$ cat config.mk
export PLATFORM = sky130hd
export DESIGN_NAME = irq_aggregator
export DESIGN_NICKNAME = d
export VERILOG_FILES = /design/src/rtl/irqagg_pkg.sv /design/src/rtl/irqagg_regs.sv /design/src/rtl/irqagg_pend.sv /design/src/rtl/irqagg_fiq.sv /design/src/rtl/irq_aggregator.sv
export SDC_FILE = /design/constraint.sdc
export NUM_CORES = 1
export LEC_CHECK = 0
export BUFFER_PORTS_ARGS = -buffer_cell sky130_fd_sc_hd__buf_4
export CAP_MARGIN = 40
export CORE_ASPECT_RATIO = 1.25
export CORE_MARGIN = 8
export CORE_UTILIZATION = 40
export CTS_BUF_LIST = sky130_fd_sc_hd__clkbuf_4 sky130_fd_sc_hd__clkbuf_8 sky130_fd_sc_hd__clkbuf_16
export CTS_CLUSTER_DIAMETER = 120
export DETAILED_ROUTE_END_ITERATION = 8
export PLACE_DENSITY = 0.63
export SLEW_MARGIN = 10
export SYNTH_ARGS = -nofsm -noshare
export SYNTH_HDL_FRONTEND = slang
export SYNTH_SLANG_ARGS = --single-unit
$ cat constraint.sdc
create_clock -name clk -period 4.6 [get_ports clk]
set_input_delay 0.92 -clock clk [delete_from_list [all_inputs] [get_ports clk]]
set_output_delay 0.92 -clock clk [all_outputs]
set_load 0.005 [all_outputs]
$ cat src/rtl/irqagg_pkg.sv
package irqagg_pkg;

  localparam int PERIPH_N = 64;
  localparam int CORE_N   = 8;
  localparam int WORD_W   = 32;
  localparam int BANKS    = PERIPH_N / WORD_W;
  localparam int DUP_N    = 11;
  localparam int SEL_W    = 7;
  localparam int PIDX_W   = $clog2(PERIPH_N);
  localparam int CIDX_W   = $clog2(CORE_N);
  localparam int SUM_USED = CORE_N + BANKS + DUP_N;

  typedef enum logic [3:0] {
    RS_SUMMARY,
    RS_PEND_LO,
    RS_PEND_HI,
    RS_FIQ_CTL,
    RS_SET_LO,
    RS_SET_HI,
    RS_SET_CORE,
    RS_CLR_LO,
    RS_CLR_HI,
    RS_CLR_CORE,
    RS_NONE
  } reg_sel_e;

  // Map a byte offset onto the register it names.
  function automatic reg_sel_e decode_offset(input logic [31:0] off);
    reg_sel_e r;
    if (off[1:0] != 2'b00) begin
      r = RS_NONE;
    end else begin
      case (off)
        32'h00:  r = RS_SUMMARY;
        32'h04:  r = RS_PEND_LO;
        32'h08:  r = RS_PEND_HI;
        32'h0C:  r = RS_FIQ_CTL;
        32'h10:  r = RS_SET_LO;
        32'h14:  r = RS_SET_HI;
        32'h18:  r = RS_SET_CORE;
        32'h1C:  r = RS_CLR_LO;
        32'h20:  r = RS_CLR_HI;
        32'h24:  r = RS_CLR_CORE;
        default: r = RS_NONE;
      endcase
    end
    return r;
  endfunction

  // Peripheral source copied into summary slot k.
  function automatic int dup_source(input int k);
    int s;
    case (k)
      0:       s = 7;
      1:       s = 9;
      2:       s = 10;
      3:       s = 18;
      4:       s = 19;
      5:       s = 53;
      6:       s = 54;
      7:       s = 55;
      8:       s = 56;
      9:       s = 57;
      default: s = 62;
    endcase
    return s;
  endfunction

  function automatic logic [DUP_N-1:0] pick_dups(input logic [PERIPH_N-1:0] pend);
    logic [DUP_N-1:0] d;
    for (int k = 0; k < DUP_N; k++) begin
      d[k] = pend[dup_source(k)];
    end
    return d;
  endfunction

  // Raw level of the source named by a FIQ index; out-of-range picks nothing.
  function automatic logic fiq_pick(input logic [PERIPH_N-1:0] p,
                                    input logic [CORE_N-1:0]   c,
                                    input logic [SEL_W-1:0]    sel);
    logic v;
    if (int'(sel) < PERIPH_N) begin
      v = p[sel[PIDX_W-1:0]];
    end else if (int'(sel) < PERIPH_N + CORE_N) begin
      v = c[sel[CIDX_W-1:0]];
    end else begin
      v = 1'b0;
    end
    return v;
  endfunction

endpackage

$ cat src/rtl/irqagg_regs.sv
module irqagg_regs
  import irqagg_pkg::*;
(
  input  logic                 clk,
  input  logic                 rst_n,
  input  logic                 wr_stb,
  input  reg_sel_e             sel,
  input  logic [WORD_W-1:0]    wdata,
  output logic [PERIPH_N-1:0]  pmask,
  output logic [CORE_N-1:0]    cmask,
  output logic                 fiq_en,
  output logic [SEL_W-1:0]     fiq_idx
);

  // One set/clear enable word per peripheral bank.
  for (genvar b = 0; b < BANKS; b++) begin : g_bank
    localparam reg_sel_e SET_SEL = (b == 0) ? RS_SET_LO : RS_SET_HI;
    localparam reg_sel_e CLR_SEL = (b == 0) ? RS_CLR_LO : RS_CLR_HI;
    logic set_hit;
    logic clr_hit;
    assign set_hit = wr_stb && (sel == SET_SEL);
    assign clr_hit = wr_stb && (sel == CLR_SEL);

    always_ff @(posedge clk) begin
      if (!rst_n) begin
        pmask[b*WORD_W +: WORD_W] <= '0;
      end else if (set_hit) begin
        pmask[b*WORD_W +: WORD_W] <= pmask[b*WORD_W +: WORD_W] | wdata;
      end else if (clr_hit) begin
        pmask[b*WORD_W +: WORD_W] <= pmask[b*WORD_W +: WORD_W] & ~wdata;
      end
    end
  end

  always_ff @(posedge clk) begin
    if (!rst_n) begin
      cmask <= '0;
    end else if (wr_stb && sel == RS_SET_CORE) begin
      cmask <= cmask | wdata[CORE_N-1:0];
    end else if (wr_stb && sel == RS_CLR_CORE) begin
      cmask <= cmask & ~wdata[CORE_N-1:0];
    end
  end

  always_ff @(posedge clk) begin
    if (!rst_n) begin
      fiq_en  <= 1'b0;
      fiq_idx <= '0;
    end else if (wr_stb && sel == RS_FIQ_CTL) begin
      fiq_en  <= wdata[SEL_W];
      fiq_idx <= wdata[SEL_W-1:0];
    end
  end

endmodule

$ cat src/rtl/irqagg_pend.sv
module irqagg_pend
  import irqagg_pkg::*;
(
  input  logic [PERIPH_N-1:0] periph_lvl,
  input  logic [CORE_N-1:0]   core_lvl,
  input  logic [PERIPH_N-1:0] pmask,
  input  logic [CORE_N-1:0]   cmask,
  output logic [PERIPH_N-1:0] pend_p,
  output logic [CORE_N-1:0]   pend_c,
  output logic [WORD_W-1:0]   summary,
  output logic                irq_any
);

  logic [BANKS-1:0] bank_any;
  logic [DUP_N-1:0] dups;

  assign pend_p = periph_lvl & pmask;
  assign pend_c = core_lvl & cmask;

  for (genvar b = 0; b < BANKS; b++) begin : g_any
    assign bank_any[b] = |pend_p[b*WORD_W +: WORD_W];
  end

  assign dups    = pick_dups(pend_p);
  assign summary = {{(WORD_W-SUM_USED){1'b0}}, dups, bank_any, pend_c};
  assign irq_any = (|bank_any) || (|pend_c);

endmodule

$ cat src/rtl/irqagg_fiq.sv
module irqagg_fiq
  import irqagg_pkg::*;
(
  input  logic [PERIPH_N-1:0] periph_lvl,
  input  logic [CORE_N-1:0]   core_lvl,
  input  logic                fiq_en,
  input  logic [SEL_W-1:0]    fiq_idx,
  output logic                fiq
);

  logic picked;
  assign picked = fiq_pick(periph_lvl, core_lvl, fiq_idx);
  assign fiq    = fiq_en && picked;

endmodule

$ cat src/rtl/irq_aggregator.sv
module irq_aggregator
  import irqagg_pkg::*;
#(
  parameter int ADDR_W = 9
) (
  input  logic                clk,
  input  logic                rst_n,
  input  logic [PERIPH_N-1:0] periph_lvl,
  input  logic [CORE_N-1:0]   core_lvl,
  input  logic                wr_en,
  input  logic                rd_en,
  input  logic [ADDR_W-1:0]   addr,
  input  logic [WORD_W-1:0]   wdata,
  output logic [WORD_W-1:0]   rdata,
  output logic                irq_o,
  output logic                fiq_o
);

  reg_sel_e              sel_w;
  logic [PERIPH_N-1:0]   pmask_w;
  logic [CORE_N-1:0]     cmask_w;
  logic                  fiq_en_w;
  logic [SEL_W-1:0]      fiq_idx_w;
  logic [PERIPH_N-1:0]   pend_p_w;
  logic [CORE_N-1:0]     pend_c_w;
  logic [WORD_W-1:0]     summary_w;
  logic                  irq_any_w;
  logic                  fiq_w;
  logic [WORD_W-1:0]     rd_next;

  assign sel_w = decode_offset(32'(addr));

  irqagg_regs u_regs (
    .clk     (clk),
    .rst_n   (rst_n),
    .wr_stb  (wr_en),
    .sel     (sel_w),
    .wdata   (wdata),
    .pmask   (pmask_w),
    .cmask   (cmask_w),
    .fiq_en  (fiq_en_w),
    .fiq_idx (fiq_idx_w)
  );

  irqagg_pend u_pend (
    .periph_lvl (periph_lvl),
    .core_lvl   (core_lvl),
    .pmask      (pmask_w),
    .cmask      (cmask_w),
    .pend_p     (pend_p_w),
    .pend_c     (pend_c_w),
    .summary    (summary_w),
    .irq_any    (irq_any_w)
  );

  irqagg_fiq u_fiq (
    .periph_lvl (periph_lvl),
    .core_lvl   (core_lvl),
    .fiq_en     (fiq_en_w),
    .fiq_idx    (fiq_idx_w),
    .fiq        (fiq_w)
  );

  always_comb begin
    case (sel_w)
      RS_SUMMARY:  rd_next = summary_w;
      RS_PEND_LO:  rd_next = pend_p_w[WORD_W-1:0];
      RS_PEND_HI:  rd_next = pend_p_w[PERIPH_N-1:WORD_W];
      RS_FIQ_CTL:  rd_next = {{(WORD_W-SEL_W-1){1'b0}}, fiq_en_w, fiq_idx_w};
      RS_SET_LO:   rd_next = pmask_w[WORD_W-1:0];
      RS_SET_HI:   rd_next = pmask_w[PERIPH_N-1:WORD_W];
      RS_SET_CORE: rd_next = {{(WORD_W-CORE_N){1'b0}}, cmask_w};
      RS_CLR_LO:   rd_next = ~pmask_w[WORD_W-1:0];
      RS_CLR_HI:   rd_next = ~pmask_w[PERIPH_N-1:WORD_W];
      RS_CLR_CORE: rd_next = ~{{(WORD_W-CORE_N){1'b0}}, cmask_w};
      default:     rd_next = '0;
    endcase
  end

  always_ff @(posedge clk) begin
    if (!rst_n) begin
      rdata <= '0;
    end else if (rd_en) begin
      rdata <= rd_next;
    end
  end

  assign irq_o = irq_any_w;
  assign fiq_o = fiq_w;

endmodule

After elaboration in Yosys (flattened, before gate mapping)
Cells that the tools add are included.
{ "classes": {"n_div": 0, "n_mul": 0, "order_cmp": 4, "add_sub_neg": 0, "shift": 0, "reduce_logical": 19, "n_eq_ne": 18, "bitwise_logic": 13, "mux": 15} }
{ "ops": {"columns": ["operator", "n"], "rows": [
  ["one-hot mux 32 bit (10 select lines)", 1],
  ["two-way mux 32 bit", 4],
  ["inverter 32 bit", 3],
  ["bitwise AND 32 bit", 2],
  ["bitwise AND 64 bit", 1],
  ["OR 32 bit", 2],
  ["OR reduction 32 bit", 2],
  ["OR reduction 64 bit", 1],
  ["one-hot mux 4 bit (10 select lines)", 1],
  ["== test 9 x 5 -> 1 bit (second input constant)", 4],
  ["inverter 8 -> 32 bit", 1],
  ["== test 9 x 4 -> 1 bit (second input constant)", 2],
  ["== test 9 x 6 -> 1 bit (second input constant)", 2],
  ["bitwise AND 8 bit", 2],
  ["== test 4 x 3 -> 1 bit (second input constant)", 4],
  ["two-way mux 8 bit", 2],
  ["less-than comparator 7 bit (second input constant)", 2],
  ["== test 9 x 3 -> 1 bit (second input constant)", 1],
  ["zero test 9 bit", 1],
  ["== test 4 x 2 -> 1 bit (second input constant)", 2],
  ["== test 4 bit (second input constant)", 2],
  ["logical AND 1 bit", 8],
  ["inverter 8 bit", 1],
  ["OR 8 bit", 1],
  ["other kinds (11)", 17]
]} }
{ "totals": {"reg_bits": 112, "latchBits": 0, "mem_bits_ro": 0, "memories": 0, "mem_bits_rw": 0, "inputBits": 117} }

Longest topological paths before layout
Gate-level depths: netlist of the first run.
{ "depth": {"depth_word": 7, "ltp_mapped": 9, "ltp_nobuf": 6} }

Hierarchy
From an unflattened synthesis of the first run, not the netlist that was laid out.
{ "hier_totals": {"hier_cells": 1077, "area_unflattened_um2": 8634.5} }
{ "modules_own_cells": {"columns": ["module", "seq_area_each_um2", "cells_per_inst", "area_each_um2", "instances"], "rows": [
  ["irq_aggregator", 640.6, 508, 3813.7, 1],
  ["irqagg_regs", 1601.5, 386, 3274.4, 1],
  ["irqagg_pend", 0.0, 133, 904.6, 1],
  ["irqagg_fiq", 0.0, 50, 641.9, 1]
]} }

Least setup slack after synthesis of the first run
No wires, ideal clock.
{ "synth_path": {"kind": "input-to-output", "startpoint": "input port periph_lvl[52]", "endpoint": "output port irq_o", "cell_stages": 6, "n_path_buf": 0, "slack_ps": 1694, "arrival_time_ps": 1986, "path_cell_list": "a22o_1 > a221oi_1 > nand4_1 > or3_1 > nor2_1 > nand3_1"} }
{ "synth_between": {"elab_chain_len": 3} }
{ "synth_lines": {"columns": ["element", "line_no", "rtl"], "rows": [
  ["from (decl)", "irq_aggregator.sv:8", "input logic [PERIPH_N-1:0] periph_lvl,"],
  ["bitwise AND 64 bit", "irqagg_pend.sv:17", "assign pend_p = periph_lvl & pmask;"],
  ["OR reduction 64 bit", "irqagg_pend.sv:26", "assign irq_any = (|bank_any) || (|pend_c);"],
  ["logical OR 1 bit", "irqagg_pend.sv:26", null],
  ["to (decl)", "irq_aggregator.sv:15", "output logic irq_o,"]
]} }
Every way passes these cells.

Worst setup path after layout of the first run
{ "layout_path": {"startpoint": "register u_regs.fiq_idx[0]", "endpoint": "output port fiq_o"} }
{ "layout_between": {"elab_chain_len": 5} }
{ "layout_lines": {"columns": ["element", "line_no", "rtl"], "rows": [
  ["from (decl)", "irqagg_regs.sv:12", "output logic [SEL_W-1:0] fiq_idx"],
  ["from (signal assigned)", "irqagg_regs.sv:51", "fiq_idx <= wdata[SEL_W-1:0];"],
  ["branches (longest 3 deep; another with binary-select mux 1 bit (select 6 bit))", null, null],
  ["two-way mux 1 bit (*)", "irqagg_pkg.sv:82", "if (int'(sel) < PERIPH_N) begin"],
  ["logical AND 1 bit (*)", "irqagg_fiq.sv:13", "assign fiq = fiq_en && picked;"],
  ["to (decl)", "irq_aggregator.sv:16", "output logic fiq_o"]
]} }
Every way passes the cells marked *. The select of a mux whose other input is x is not followed.

==> reports/qor.yml, run 1 <==
routedWlPerCell_um: 25.8
die_x_um: 134
cts_buffers: 9
synth_top_area_cell: "dfxtp_1"
maxCapViolations: 0
place_inst: 1173
grt_setup_unrepaired: "false"
finalHoldViolations: 0
remaining_drc_errors: 0
synth_nets: 957
period_share_pct: 85.0
path_class: "register to output port"
grt_pass1_wl_um: 46500
clockRootBuffer: "clkbuf_16"
synth_cell_types: 57
routed_via_density: 6.50
insertion_delay_ps: 370
chipHeight_um: 164
drive_gt1_share_pct: 23.8
syn_area_mm2: 0.00701
dieArea_mm2: 0.0220
setup_viol: 0
track_usage_pct: 27.4
cts_tree: "yes"
crit_required_ps: 3680
synth_edf_count: 0
crit_start: "u_regs.fiq_idx[0]"
critPathSlowestCell: "dfxtp_1"
cts_resized: 0
finClkSkew_ps: 7.51
p_leak_nw: 3.15
cts_buffer_depth: 2
synthFlopType: "dfxtp_1"
yosysTopAreaCellShare_pct: 32.0
stdcell_count: 1190
clock-sinks: 112
tns_ps: 0
p_per_area_mw_per_mm2: 246
yosysSeqAreaShare_pct: 32.0
vdd_drop_max_mv: 0.170
cts_hold_buf: 0
grt_pass1_vias: 7652
critical_path.max_fanout: 12
core_region_area_mm2: 0.0173
io_pins: 151
critPathLaunchType: "register"
num_rows: 54
synth_area_leaders: "dfxtp_1 (32%), a22oi_1 (7.9%), nand2_1 (6.7%), mux4_2 (6.4%), nor2b_1 (5.1%)"
nets: 1077
synth_seq_cells: 112
crit_chain: "buf_4 > mux4_2 > nor3_1 > nor3_1 > o211ai_1 > o311ai_0 > buf_4"
nFillCells: 1750
htreeDepth: 3
gp_congestion: 0.970
drtIter0Drc: 980
cpPeakStageDelay_ps: 800
relSlewSlack_pct: 40.8
globalRouteOverflowTotal: 0
yosysWarnings: 0
min_path_type: "register to register"
holdCritStartpoint: "rdata[29]"
crit_path_end_kind: "output port"
fmax_mhz: 256
postRouteWirelength_um: 30700
hpwl_um: 22800
tightestPinTransition_ps: 885
dr_total_vias: 7733
arrival_ps: 2990
final_max_slew_viol_count: 0
layout_min_cycle_time_ps: 3910
ant_nets: 0
outcome: "complete, no violations"
grt_max_degree: 64
drtPass1Iterations: 7
antenna_found_initial: 0
synth_async_sr_flop_share_pct: 0
synthesis.instances: 840
post_cts_buffers: 0
start_util_pct: 40.5
syn2layout_area_growth_pct: 23.7
avgSynthCellArea_um2: 8.34
port_buffers: 150
clkTransAtPathRegs_ps: 80
[worst max-delay path: cells and delay by family (launching register included)]
kind,cells,cell delay (ps)
compound gates,2,480
buf+inv,2,510
simple gates,2,290
flops,1,800
mux,1,530
[path summary, 6_finish.rpt]
path                to  slack (ps)  cells past startpoint
min reg2reg  rdata[29]         470                      2
max reg2reg   rdata[9]        2630                      6
max              fiq_o         690                      7
min          rdata[29]         470                      2
[stage by stage]
| step | power [mW] | area (um2) | setup slack [ps] | util [%] | hold slack [ps] |
|---|---|---|---|---|---|
| after CTS | 2.13 | 8670 | 709 | 50.1 | 466 |
| after global routing | 2.20 | 8670 | 613 | 50.1 | 496 |
| after detailed placement | 1.24 | 8330 | 1020 | 48.2 | 448 |
| after global placement | 1.24 | 8330 | 1030 | 48.1 | 439 |
| final | 2.13 | 8670 | 690 | 50.1 | 467 |
| after floorplan | 1.08 | 7010 | 1690 | - | 449 |
[logic make-up after synthesis]
logic type | share of synthesized area, %
mux | 8.07
simple gates | 22.0
compound gates | 33.4
flops | 32.0
buf+inv | 4.59
[report_power, final]
part	switching (mW)	total (mW)	internal (mW)
logic	0.147	0.256	0.109
registers	0.000760	0.970	0.969
clock network	0.416	0.908	0.492
[layer usage]
metal | part of all wire [%] | GRT usage [%] | up-vias | wire, um
met2 | 46 | 43.1 | 428 | 14200
met1 | 41 | 35.3 | 3759 | 12500
met3 | 9.1 | 5.08 | 84 | 2790
met5 | 0 | 0 | - | 0
li1 | - | - | 3462 | -
met4 | 4.0 | 13.7 | 0 | 1230
[synth_stat cells, types with 10 or more instances]
master	n
nand2_1	125
nor2b_1	57
nor3_1	10
o21ai_0	31
buf_2	29
a22oi_1	74
dfxtp_1	112
a21o_1	27
a21oi_1	61
o22ai_1	10
clkbuf_1	30
a22o_1	19
nor2_1	33
a31oi_1	12
a32o_1	32
mux4_2	20
o211ai_1	10
nand3_1	29
[placed cells by master, fill, tap and decap left out, types with 5 or more instances in the layout]
master,instances
a21boi_0,9
a21o_1,27
a21oi_1,61
a221oi_1,9
a22o_1,19
a22oi_1,74
a31oi_1,12
a32o_1,32
buf_4,174
clkbuf_16,9
dfxtp_1,112
mux2i_1,7
mux4_2,20
nand2_1,125
nand2b_1,6
nand3_1,29
nand3b_1,5
nand4_1,8
nor2_1,30
nor2b_1,56
nor3_1,10
nor3b_1,5
o211ai_1,10
o21ai_0,31
o221ai_1,9
o22ai_1,10
[final cells by class]
type | instances | area [um2] | area share, %
clock buffers | 9 | 225 | 2.60
repair buffers | 175 | 1330 | 15.3
well taps | 224 | 280 | 3.23
inverters | 5 | 18.8 | 0.216
flip-flops and latches | 112 | 2240 | 25.9
diodes | 1 | 2.50 | 0.0289
multi-input cells | 657 | 4470 | 51.5
clock inverters | 7 | 111 | 1.28
Power figures use the tool's default switching activity.
==> run 2: changes to the inputs <==
==> constraint.sdc (replaced) <==
create_clock -name clk -period 3.7 [get_ports clk]
set_input_delay 0.74 -clock clk [delete_from_list [all_inputs] [get_ports clk]]
set_output_delay 0.74 -clock clk [all_outputs]
set_load 0.005 [all_outputs]
==> reports/qor.yml, run 2 (synthesis gave the netlist of run 1 again) <==
utilization_pct: 50.4
wl_met1_um: 11900
drtPass1Iterations: 6
num_rows: 54
tightestPinTransition_ps: 889
insertion_delay_ps: 370
cts_hold_buf: 0
placed_cell_area_mm2: 0.00840
cts_tree: "yes"
crit_family: "multiplexers"
critPathSlowestCell: "o311ai_0"
relSlewSlack_pct: 40.7
period_share_pct: 94.1
crit_path_end_kind: "output port"
remaining_drc_errors: 0
nFillCells: 1741
dieArea_mm2: 0.0220
finalHoldViolations: 0
cts_buffers: 9
multi_input_area_mm2: 0.00447
place_inst: 1182
p_per_area_mw_per_mm2: 302
grt_pass1_vias: 7212
area.sequential_mm2: 0.00224
stdcell_count: 1198
final_max_slew_viol_count: 0
wl_met2_um: 13800
antennaDiodeCount: 0
htreeDepth: 3
finClkSkew_ps: 4.56
gp_congestion: 1.03
critPathLaunchType: "register"
die_x_um: 134
crit_required_ps: 2960
setup_viol: 0
routedWlPerCell_um: 25.2
antenna_found_initial: 1
fin_ws_ps: 219
fmax_mhz: 287
min_path_type: "register to register"
crit_chain: "buf_4 > mux4_2 > mux2i_1 > mux4_2 > o311ai_0 > buf_4"
power_mw: 2.64
grt_pass1_wl_um: 44600
p_leak_nw: 3.18
top_layer_used: "met5"
postRouteWirelength_um: 30200
track_usage_pct: 26.7
port_buffers: 150
dp_slack_ps: 509
cpPeakStageDelay_ps: 550
maxCapViolations: 0
final_area_mm2: 0.00872
vdd_drop_max_mv: 0.202
arrival_ps: 2740
drtIter0Drc: 993
core_region_area_mm2: 0.0173
timing.hold.ws_ps: 457
io_pins: 151
start_util_pct: 40.5
nets: 1086
tns_ps: 0
dr_total_vias: 7710
layout_min_cycle_time_ps: 3480
critPathBufInv: 2
outcome: "complete, no violations"
ant_nets: 0
drive_gt1_share_pct: 24.5
chipHeight_um: 164
syn2layout_area_growth_pct: 24.5
clockRootBuffer: "clkbuf_16"
cts_resized: 0
routed_via_density: 6.44
grt_setup_unrepaired: "false"
met3RoutedLength_um: 3270
post_cts_buffers: 0
path_class: "register to output port"
critical_path.max_fanout: 20
clkTransAtPathRegs_ps: 80
globalRouteOverflowTotal: 0
final_cell_mix: "buf_4 (183), nand2_1 (125), dfxtp_1 (112)"
clock-sinks: 112
grt_max_degree: 55
cts_buffer_depth: 2
hpwl_um: 22900
layout_commonest_cell: "buf_4"
==> run 2: cell types whose count changed in the layout (fill, tap and decap cells not counted), sizes merged <==
cell      delta
buf          +9
clkinvlp     +3
clkinv       -2
diode        -1
inv          -1
==> run 2: area by class of cell <==
class                      instances  area share, %
tap                              224           3.21
clock inverter                     7           1.18
inverter                           5          0.215
multi-input combinational        657           51.2
clock buffer                       9           2.58
sequential                       112           25.7
timing repair buffer             184           15.9
==> run 2: metal layers <==
metal | track usage (%) | up-vias
met4 | 12.3 | 2
met5 | 0 | -
met1 | 33.6 | 3635
met2 | 41.5 | 504
li1 | - | 3482
met3 | 7.68 | 87
==> run 2: worst paths after layout <==
| path | from | end | slack [ps] | cells past startpoint |
|---|---|---|---|---|
| worst max register to register | register | rdata[9] | 1580 | 6 |
| worst max-delay path | u_regs.fiq_idx[1] | fiq_o | 220 | 6 |
| worst min register to register | rdata[0] | rdata[0] | 460 | 1 |
| worst min-delay path | rdata[0] | rdata[0] | 460 | 1 |
==> run 2: report_power, final <==
part | total [mW] | internal [mW] | leakage [nW] | switching, mW
combinational | 0.314 | 0.137 | 2.13 | 0.177
clock | 1.12 | 0.602 | 0.150 | 0.515
sequential | 1.21 | 1.20 | 0.902 | 0.000898
